$ cat src/rtl/rtc_pkg.sv
package rtc_pkg;
  localparam int NREG = 7;
  localparam int AW   = 3;

  typedef logic [7:0] bcd8_t;

  localparam logic [AW-1:0] A_SEC  = 3'd0;
  localparam logic [AW-1:0] A_MIN  = 3'd1;
  localparam logic [AW-1:0] A_HOUR = 3'd2;
  localparam logic [AW-1:0] A_DOW  = 3'd3;
  localparam logic [AW-1:0] A_DATE = 3'd4;
  localparam logic [AW-1:0] A_MON  = 3'd5;
  localparam logic [AW-1:0] A_YEAR = 3'd6;

  function automatic bcd8_t wr_mask(input logic [AW-1:0] a);
    case (a)
      A_SEC, A_MIN, A_HOUR: return 8'h7F;
      A_DOW:                return 8'h07;
      A_DATE:               return 8'h3F;
      A_MON:                return 8'h1F;
      A_YEAR:               return 8'hFF;
      default:              return 8'h00;
    endcase
  endfunction

  function automatic bcd8_t bcd_inc(input bcd8_t v);
    if (v[3:0] >= 4'h9) return {v[7:4] + 4'h1, 4'h0};
    return v + 8'h01;
  endfunction

  // Year divisible by four, decided on the BCD digits directly.
  function automatic logic is_leap(input bcd8_t y);
    if (!y[4]) return (y[3:0] == 4'h0) || (y[3:0] == 4'h4) || (y[3:0] == 4'h8);
    return (y[3:0] == 4'h2) || (y[3:0] == 4'h6);
  endfunction

  function automatic bcd8_t last_day(input bcd8_t m, input bcd8_t y);
    case (m)
      8'h02:                      return is_leap(y) ? 8'h29 : 8'h28;
      8'h04, 8'h06, 8'h09, 8'h11: return 8'h30;
      default:                    return 8'h31;
    endcase
  endfunction
endpackage

$ cat src/rtl/rtc_prescaler.sv
module rtc_prescaler #(
  parameter int TICKS_PER_SEC = 32768
) (
  input  logic clk,
  input  logic rst,
  input  logic en_i,
  input  logic tick_i,
  input  logic restart_i,
  output logic step_o
);
  localparam int CW = (TICKS_PER_SEC > 1) ? $clog2(TICKS_PER_SEC) : 1;
  localparam logic [CW-1:0] LAST = CW'(TICKS_PER_SEC - 1);

  logic [CW-1:0] cnt;
  logic          at_last;

  assign at_last = (cnt == LAST);
  assign step_o  = en_i && tick_i && at_last && !restart_i;

  always_ff @(posedge clk) begin
    if (rst || restart_i) cnt <= '0;
    else if (en_i && tick_i) cnt <= at_last ? '0 : cnt + CW'(1);
  end
endmodule

$ cat src/rtl/rtc_counter.sv
module rtc_counter
  import rtc_pkg::*;
(
  input  logic                      clk,
  input  logic                      rst,
  input  logic                      step_i,
  input  logic                      wr_en_i,
  input  logic [AW-1:0]             wr_addr_i,
  input  logic [7:0]                wr_data_i,
  output logic [NREG-1:0][7:0]      live_o
);
  logic [NREG-1:0][7:0] nxt;
  logic c_min, c_hour, c_day, c_mon, c_year;
  logic pm;
  logic [4:0] h12;
  bcd8_t h12_inc;

  always_comb begin
    nxt     = live_o;
    c_min   = 1'b0;
    c_hour  = 1'b0;
    c_day   = 1'b0;
    c_mon   = 1'b0;
    c_year  = 1'b0;
    pm      = live_o[A_HOUR][5];
    h12     = live_o[A_HOUR][4:0];
    h12_inc = bcd_inc({3'b000, h12});

    if (live_o[A_SEC] >= 8'h59) begin nxt[A_SEC] = 8'h00; c_min = 1'b1; end
    else nxt[A_SEC] = bcd_inc(live_o[A_SEC]);

    if (c_min) begin
      if (live_o[A_MIN] >= 8'h59) begin nxt[A_MIN] = 8'h00; c_hour = 1'b1; end
      else nxt[A_MIN] = bcd_inc(live_o[A_MIN]);
    end

    if (c_hour) begin
      if (!live_o[A_HOUR][6]) begin
        if (live_o[A_HOUR][5:0] >= 6'h23) begin nxt[A_HOUR] = 8'h00; c_day = 1'b1; end
        else nxt[A_HOUR] = bcd_inc(live_o[A_HOUR] & 8'h3F);
      end else begin
        if (h12 == 5'h11) begin
          nxt[A_HOUR] = {2'b01, ~pm, 5'h12};
          c_day       = pm;
        end else if (h12 >= 5'h12) begin
          nxt[A_HOUR] = {2'b01, pm, 5'h01};
        end else begin
          nxt[A_HOUR] = {2'b01, pm, h12_inc[4:0]};
        end
      end
    end

    if (c_day) begin
      nxt[A_DOW] = (live_o[A_DOW][2:0] >= 3'd7) ? 8'h01 : bcd_inc(live_o[A_DOW]);
      if (live_o[A_DATE] >= last_day(live_o[A_MON], live_o[A_YEAR])) begin
        nxt[A_DATE] = 8'h01;
        c_mon       = 1'b1;
      end else begin
        nxt[A_DATE] = bcd_inc(live_o[A_DATE]);
      end
    end

    if (c_mon) begin
      if (live_o[A_MON] >= 8'h12) begin nxt[A_MON] = 8'h01; c_year = 1'b1; end
      else nxt[A_MON] = bcd_inc(live_o[A_MON]);
    end

    if (c_year) nxt[A_YEAR] = (live_o[A_YEAR] >= 8'h99) ? 8'h00 : bcd_inc(live_o[A_YEAR]);
  end

  for (genvar i = 0; i < NREG; i++) begin : g_reg
    localparam bcd8_t MASK = wr_mask(AW'(i));
    logic hit;
    assign hit = wr_en_i && (wr_addr_i == AW'(i));
    always_ff @(posedge clk) begin
      if (rst)         live_o[i] <= 8'h00;
      else if (hit)    live_o[i] <= wr_data_i & MASK;
      else if (step_i) live_o[i] <= nxt[i];
    end
  end
endmodule

$ cat src/rtl/rtc_shadow.sv
module rtc_shadow
  import rtc_pkg::*;
(
  input  logic                 clk,
  input  logic                 rst,
  input  logic                 snap_i,
  input  logic                 rd_en_i,
  input  logic [AW-1:0]        rd_addr_i,
  input  logic [NREG-1:0][7:0] live_i,
  output logic [7:0]           rdata_o
);
  logic [NREG-1:0][7:0] snap;
  logic                 in_map;

  for (genvar i = 0; i < NREG; i++) begin : g_snap
    always_ff @(posedge clk) begin
      if (rst)         snap[i] <= 8'h00;
      else if (snap_i) snap[i] <= live_i[i];
    end
  end

  assign in_map = (32'(rd_addr_i) < NREG);

  always_ff @(posedge clk) begin
    if (rst) rdata_o <= 8'h00;
    else if (rd_en_i) begin
      if (!in_map)     rdata_o <= 8'h00;
      else if (snap_i) rdata_o <= live_i[rd_addr_i];
      else             rdata_o <= snap[rd_addr_i];
    end
  end
endmodule

$ cat src/rtl/rtc_bcd_core.sv
module rtc_bcd_core
  import rtc_pkg::*;
#(
  parameter int TICKS_PER_SEC = 32768
) (
  input  logic          clk,
  input  logic          rst,
  input  logic          osc_en,
  input  logic          sub_tick,
  input  logic          wr_en,
  input  logic          rd_start,
  input  logic          rd_en,
  input  logic [AW-1:0] addr,
  input  logic [7:0]    wdata,
  output logic [7:0]    rdata
);
  logic                 step;
  logic                 sec_wr;
  logic [NREG-1:0][7:0] live;

  assign sec_wr = wr_en && (addr == A_SEC);

  rtc_prescaler #(.TICKS_PER_SEC(TICKS_PER_SEC)) u_div (
    .clk(clk), .rst(rst), .en_i(osc_en), .tick_i(sub_tick),
    .restart_i(sec_wr), .step_o(step)
  );

  rtc_counter u_cnt (
    .clk(clk), .rst(rst), .step_i(step), .wr_en_i(wr_en),
    .wr_addr_i(addr), .wr_data_i(wdata), .live_o(live)
  );

  rtc_shadow u_shd (
    .clk(clk), .rst(rst), .snap_i(rd_start), .rd_en_i(rd_en),
    .rd_addr_i(addr), .live_i(live), .rdata_o(rdata)
  );
endmodule

$ cat config.mk
export PLATFORM = sky130hd
export DESIGN_NAME = rtc_bcd_core
export DESIGN_NICKNAME = d
export VERILOG_FILES = /design/src/rtl/rtc_pkg.sv /design/src/rtl/rtc_prescaler.sv /design/src/rtl/rtc_counter.sv /design/src/rtl/rtc_shadow.sv /design/src/rtl/rtc_bcd_core.sv
export SDC_FILE = /design/constraint.sdc
export NUM_CORES = 1
export LEC_CHECK = 0
export BUFFER_PORTS_ARGS = -buffer_cell sky130_fd_sc_hd__clkbuf_2
export CAP_MARGIN = 40
export CELL_PAD_IN_SITES_DETAIL_PLACEMENT = 1
export CELL_PAD_IN_SITES_GLOBAL_PLACEMENT = 2
export CORE_ASPECT_RATIO = 1.1
export CORE_UTILIZATION = 36
export CTS_CLUSTER_SIZE = 30
export DETAILED_ROUTE_END_ITERATION = 10
export PLACE_DENSITY_LB_ADDON = 0.15
export SYNTH_ARGS = -nofsm -noshare
export SYNTH_HDL_FRONTEND = slang
export SYNTH_HIERARCHICAL = 1
export SYNTH_SLANG_ARGS = --single-unit
$ cat constraint.sdc
create_clock -name clk -period 3.35 [get_ports clk]
set_clock_uncertainty 0.1 [all_clocks]
set_input_delay 0 -clock clk [delete_from_list [all_inputs] [get_ports clk]]
set_output_delay 0 -clock clk [all_outputs]
set_load 0.005 [all_outputs]
==> summary.md, run 1 <==
| Metric | Value |
|---|---|
| Total track usage | 0.246 |
| Tmin final | 3.20 ns |
| Synthesized area per cell | 8.98 um2 |
| I/O Buffers | 25 |
| Layout cell share with drive strength beyond 1 | 0.140 |
| Post-route ant nets | 0 |
| Max Slew Vio Count | 0 |
| FILL cells | 2521 |
| EDFF count, synth | 0 |
| CTS tree | yes |
| Vias in the first global route | 7501 |
| Initial Util | 0.372 |
| Critical Path Sink Type | flop |
| Relative slew slack | 0.483 |
| Post-synthesis cell count | 890 |
| Area Overhead vs Synth | 16.4% |
| Fin util | 0.433 |
| Count leader, synth | dfxtp_1 |
| Post-synth top area share | 0.336 |
| Clock Root Buffer | clkbuf_16 |
| Max_cap viols | 0 |
| Die W | 144 um |
| Grt total ovfl | 0 |
| Num CTS Buffers | 17 |
| Internal | 0.00298 W |
| Slew at the pin closest to its max-slew limit | 0.776 ns |
| Post-Syn Nets | 952 |
| Synth Register Bits | 134 |
| Final setup viols | 0 |
| Antenna violations before repair | 1 |
| CP Max Fanout | 8 |
| Seq/Total Area, Yosys | 0.336 |
| Critical Path RT | 3.58 ns |
| Fin crit share | 0.955 |
| Worst endpoint data arrival time | 3.43 ns |
| Top cells by count, synth | dfxtp_1, nor2_1, mux2i_1 |
| H-tree Lvls | 4 |
| Fraction of registers with async set/reset | 0 |
| First-pass GRT wire length | 42300 um |
| Met3 usage | 0.0295 |
| Combinational power share | 0.085 |
| I/O pin count | 26 |
| DRC Markers | 0 |
| Final Total Pwr | 0.00398 W |
| Routability cong. | 0.839 |
| Worst hold path type | in -> reg |
| Vias | 7201 |
| Most Crowded Layer GR | met2 |
| Reg clk slew, reported paths | 0.06 ns |
| CORE AREA | 21500 um2 |
| Cells after DPL | 1188 |
| Clock buffer depth | 2 |
| Unique cell type count in the Yosys netlist | 81 |
| Achievable Freq | 0.312 GHz |
| Clock Sinks | 134 |
| Die footprint | 22800 um2 |
| FF/Latch Area | 2690 um2 |
| Multi-input logic area | 4920 um2 |
| YS warnings | 6 |
| Pleak | 3.57 nW |
| Die height | 158 um |
| GR Util met2 | 0.428 |
| Drt total wl | 27100 um |
| Wire length per cell | 21.9 um |
| Met1 Use GR | 0.311 |
| Worst vdd ir | 0.000332 V |
| Final Hold Fails | 0 |
| Later-pin clock latency in the skew report | 0.43 ns |
| Yosys top cell by area | dfxtp_1 |
| # rows | 56 |
| Largest net degree at the start of global routing | 66 |
| Final #Nets | 993 |
| Dpl hpwl | 19100 um |
| Sequential power share | 0.417 |
| Leading post-synthesis cells by cell area | dfxtp_1, mux2i_1, ha_1, nor2_1, mux4_1 |
| Unrepaired setup endpoints after global routing | no |
| Pwr Density | 428 nW/um2 |
| Clock share of power | 0.498 |
| Iter 0 DRT Violations | 442 |
| Diodes inserted | 0 |
| Cell area after synthesis | 7990 um2 |
| Critical path class | reg -> reg |
| Switching part of the total | 0.252 |
| Ys flop type | dfxtp_1 |
| Status | finished, final reports clean |
| P_sw | 0.00101 W |
| Vias per cell | 5.84 |
| CP Launch Type | flop |
| Drt first pass iters | 4 |
| Final non-filler cell total | 1233 |
| Worst reg2reg setup slack | 0.15 ns |
[path summary, 6_finish.rpt]
kind                    start  cells past startpoint                to
max          u_cnt/live_o[44]                     13  u_cnt/live_o[36]
min                       rst                      2    u_shd/snap[43]
min reg2reg  u_shd/rdata_o[5]                      2  u_shd/rdata_o[5]
max reg2reg  u_cnt/live_o[44]                     13  u_cnt/live_o[36]
[layout make-up]
class / count / share of cell area
Sequential cell: 134 / 0.289
Clock inverter: 11 / 0.0161
Multi-Input combinational cell: 654 / 0.528
Clock buffer: 20 / 0.0502
Tap cell: 290 / 0.0390
Inverter: 51 / 0.0206
Timing Repair Buffer: 73 / 0.0573
[through the flow]
step	setup WS, ns	setup TNS, ns	hold slack, ns	instance area [um2]
floorplan	0.231	0	0.0178	7990
global placement	0.0379	0	0.139	8480
detailed placement	-0.0152	-0.0233	0.140	8500
CTS	0.0198	0	0.00809	9250
global route	0.00963	0	0.0189	9310
finish	0.149	0	0.00184	9310
[cell usage in the layout, fill, tap and decap left out, types with 9 or more instances in the layout]
cell	instances
nand4_1	17
o221ai_1	16
inv_1	50
o211ai_1	24
clkbuf_16	17
xnor2_1	9
a311oi_1	9
ha_1	44
dfxtp_1	132
buf_4	37
nor3_1	14
dlygate4sd3_1	12
o21ai_0	33
nand2_1	50
a211oi_1	10
nand3_1	30
a31oi_1	16
nor2_1	112
mux4_1	10
mux2i_1	76
a21oi_1	26
clkbuf_2	23
[critical path: stages, from the launching register on]
cell,delay [ns]
dfxtp_1,0.33
inv_1,0.09
ha_1,0.17
nor2b_2,0.16
nand4b_1,0.19
buf_4,0.22
a31oi_1,0.18
ha_1,0.25
or4b_1,0.48
and4_4,0.24
nor2_4,0.11
buf_4,0.16
nand4b_1,0.13
a311oi_2,0.29
[logic make-up (layout without fill, tap and decap cells)]
group | count (synthesis) | in the layout | synth area share
AO/OA/AOI/OAI | 195 | 195 | 0.174
XOR/XNOR | 14 | 14 | 0.0153
adder cells (fa/ha/maj) | 44 | 44 | 0.0689
buffers and inverters | 103 | 155 | 0.0578
flip-flops | 134 | 134 | 0.336
multiplexers | 94 | 94 | 0.148
other | 1 | 1 | 0.000469
AND/OR/NAND/NOR | 305 | 306 | 0.200
[registers in the layout, summed over array words and instances, names as in the netlist]
name,flops
u_shd/snap,56
u_cnt/live_o,55
u_div/cnt,15
u_shd/rdata_o,8
[layer usage]
metal	wire [um]	vias to the layer above	part of all wire
met3	661	26	0.024
li1	-	3413	-
met1	12300	3654	0.46
met4	404	0	0.015
met2	13700	108	0.50
met5	0	-	0
[power by group through the flow]
stage          Clock [W]  Combinational [W]  Sequential [W]
6_report         0.00198           0.000339         0.00166
3_5_place_dp           0           0.000325         0.00170
5_1_grt          0.00210           0.000368         0.00166
2_1_floorplan          0           0.000217         0.00168
3_3_place_gp           0           0.000316         0.00169
4_1_cts          0.00201           0.000338         0.00166
[repair_timing]
item,4_1_cts,5_1_grt
hold endpoints to repair,40,0
hold buffers,12,0
resized for setup,4,11
cloned,0,1
endpoints found under the setup margin,4,22
pin swaps,0,3
setup buffers,0,1
Note: power is estimated with default switching activity, not from simulation.
==> run 2: changes to the inputs <==
--- a/config.mk
+++ b/config.mk
@@ -5,14 +5,14 @@
 export SDC_FILE = /design/constraint.sdc
 export NUM_CORES = 1
 export LEC_CHECK = 0
-export BUFFER_PORTS_ARGS = -buffer_cell sky130_fd_sc_hd__clkbuf_2
 export CAP_MARGIN = 40
 export CELL_PAD_IN_SITES_DETAIL_PLACEMENT = 1
 export CELL_PAD_IN_SITES_GLOBAL_PLACEMENT = 2
 export CORE_ASPECT_RATIO = 1.1
-export CORE_UTILIZATION = 36
+export CORE_UTILIZATION = 37
 export CTS_CLUSTER_SIZE = 30
 export DETAILED_ROUTE_END_ITERATION = 10
+export DONT_BUFFER_PORTS = 1
 export PLACE_DENSITY_LB_ADDON = 0.15
 export SYNTH_ARGS = -nofsm -noshare
 export SYNTH_HDL_FRONTEND = slang
==> constraint.sdc (replaced) <==
create_clock -name clk -period 3.35 [get_ports clk]
set_clock_uncertainty 0.1 [all_clocks]
set_input_delay 0.5025 -clock clk [delete_from_list [all_inputs] [get_ports clk]]
set_output_delay 0.5025 -clock clk [all_outputs]
set_load 0.005 [all_outputs]
==> summary.md, run 2 (synthesis gave the netlist of run 1 again) <==
| Metric | Value |
|---|---|
| Vias per cell | 5.94 |
| Layout cell share with drive strength beyond 1 | 0.115 |
| Final Hold Fails | 0 |
| Total track usage | 0.250 |
| Dpl hpwl | 18800 um |
| CTS tree | yes |
| Critical path class | reg -> reg |
| I/O Buffers | 0 |
| Iter 0 DRT Violations | 333 |
| Die footprint | 22200 um2 |
| Largest net degree at the start of global routing | 111 |
| Worst hold path type | in -> reg |
| Drt total wl | 26700 um |
| Relative slew slack | 0.557 |
| Antenna violations before repair | 0 |
| Die height | 156 um |
| CP Launch Type | flop |
| Most Crowded Layer GR | met2 |
| Clock Sinks | 134 |
| Tmin final | 3.19 ns |
| Clock Root Buffer | clkbuf_16 |
| Max Slew Vio Count | 0 |
| Max_cap viols | 0 |
| Worst vdd ir | 0.000329 V |
| Most frequent cells in the layout | dfxtp_1, nor2_1, mux2i_1 |
| CP max stage cell | or4_1 |
| Slew at the pin closest to its max-slew limit | 0.657 ns |
| Pwr Density | 432 nW/um2 |
| Final #Nets | 956 |
| # rows | 56 |
| Die W | 142 um |
| Max FFs per register | 56 |
| Status | finished, final reports clean |
| Area Overhead vs Synth | 13.1% |
| Met3 usage | 0.0454 |
| Grt total ovfl | 0 |
| CORE AREA | 21200 um2 |
| Worst endpoint data arrival time | 3.43 ns |
| CP Launch Point | u_div/cnt[1] |
| Num CTS Buffers | 17 |
| CP Max Fanout | 12 |
| Setup_tns | 0 ns |
| Routability cong. | 0.904 |
| Most flop-heavy register | u_shd/snap |
| Vias | 7112 |
| Hold-fix buffers, CTS | 0 |
| H-tree Lvls | 4 |
| Reg clk slew, reported paths | 0.07 ns |
| Vias in the first global route | 7524 |
| Final setup viols | 0 |
| First-pass GRT wire length | 42200 um |
| RR Startpoint | u_div/cnt[1] |
| Commonest non-fill, non-tap cell in the layout | dfxtp_1 |
| Final Total Pwr | 0.00390 W |
| Pleak | 3.40 nW |
| I/O pin count | 26 |
| Max incr delay on CP | 0.58 ns |
| Most used cell, CP | or4_1 |
| Clock buffer depth | 2 |
| Critical Path RT | 3.59 ns |
| Fin crit share | 0.952 |
| Critical-path cell list | ha_1, nand3_2, or4_1, nor3_2, and4_1, a22o_2, nand4_2, buf_4, or4_1, o211ai_1 |
| Critical Path Sink Type | flop |
| DRC Markers | 0 |
| Met1 Use GR | 0.309 |
| GR Util met2 | 0.429 |
| FILL cells | 2462 |
| Achievable Freq | 0.313 GHz |
| Post-route ant nets | 0 |
| Min-delay src | rst |
| Drt first pass iters | 5 |
| Later-pin clock latency in the skew report | 0.42 ns |
| Initial Util | 0.376 |
| Wire length per cell | 22.3 um |
| Diodes inserted | 0 |
| Top Registers | u_shd/snap x56, u_cnt/live_o x55, u_div/cnt x15 |
[run 2: changes by cell type in the layout (fill, tap and decap cells not counted), sizes merged]
cell	previous run	this run
bufinv	3	4
and4	5	4
buf	38	37
clkinv	6	5
dlygate4sd3	12	0
inv	51	52
clkbuf	43	20
[run 2: per-layer routing]
layer | up-vias | part of all wire
met4 | 0 | 0.022
met2 | 125 | 0.50
met3 | 35 | 0.035
li1 | 3337 | -
met5 | - | 0
met1 | 3615 | 0.44
[run 2: cell type report]
class | count | area [um2] | area share
multi-input combinational | 653 | 4890 | 0.541
tap | 290 | 363 | 0.0401
timing repair buffer | 37 | 290 | 0.0321
sequential | 134 | 2680 | 0.297
clock buffer | 20 | 447 | 0.0494
inverter | 51 | 191 | 0.0212
clock inverter | 12 | 176 | 0.0195
[run 2: path summary, 6_finish.rpt]
check / endpoint / slack (ns) / depth (start not counted)
max: u_cnt/live_o[43] / 0.16 / 10
min: u_shd/snap[9] / 0.06 / 1
max reg2reg: u_cnt/live_o[43] / 0.16 / 10
min reg2reg: u_shd/rdata_o[2] / 0.38 / 2
[run 2: power by group]
| group | internal [W] | switching [W] | leakage, nW |
|---|---|---|---|
| clock | 0.00127 | 0.000755 | 0.300 |
| combinational | 0.000105 | 0.000113 | 2.01 |
| sequential | 0.00162 | 0.0000394 | 1.08 |
| total | 0.00299 | 0.000908 | 3.40 |
[run 2: per-stage QoR]
| step | worst slack [ns] | utilization | area, um2 | instances | hold WS [ns] |
|---|---|---|---|---|---|
| 3_5_place_dp | -0.126 | 0.393 | 8340 | 1159 | 0.381 |
| 4_1_cts | 0.00183 | 0.423 | 8980 | 1193 | 0.0305 |
| 5_1_grt | -0.00542 | 0.426 | 9040 | 1197 | 0.0290 |
| 3_3_place_gp | 0.106 | 0.393 | 8340 | 1159 | 0.369 |
| 2_1_floorplan | 0.231 | - | 7990 | 890 | 0.350 |
| 6_report | 0.160 | 0.426 | 9040 | 1197 | 0.0584 |
[run 2: what timing repair did]
item,CTS,global route
setup buffers,2,4
pin swaps,0,9
resized for setup,2,8
setup endpoints to repair,10,22
[run 2: worst max-delay path, delay by kind of cell, from the launching register on]
kind,cells,cell delay (ns)
AND/OR/NAND/NOR,6,1.84
flip-flops,1,0.38
AO/OA/AOI/OAI,2,0.36
buffers and inverters,1,0.23
adder cells (fa/ha/maj),1,0.21
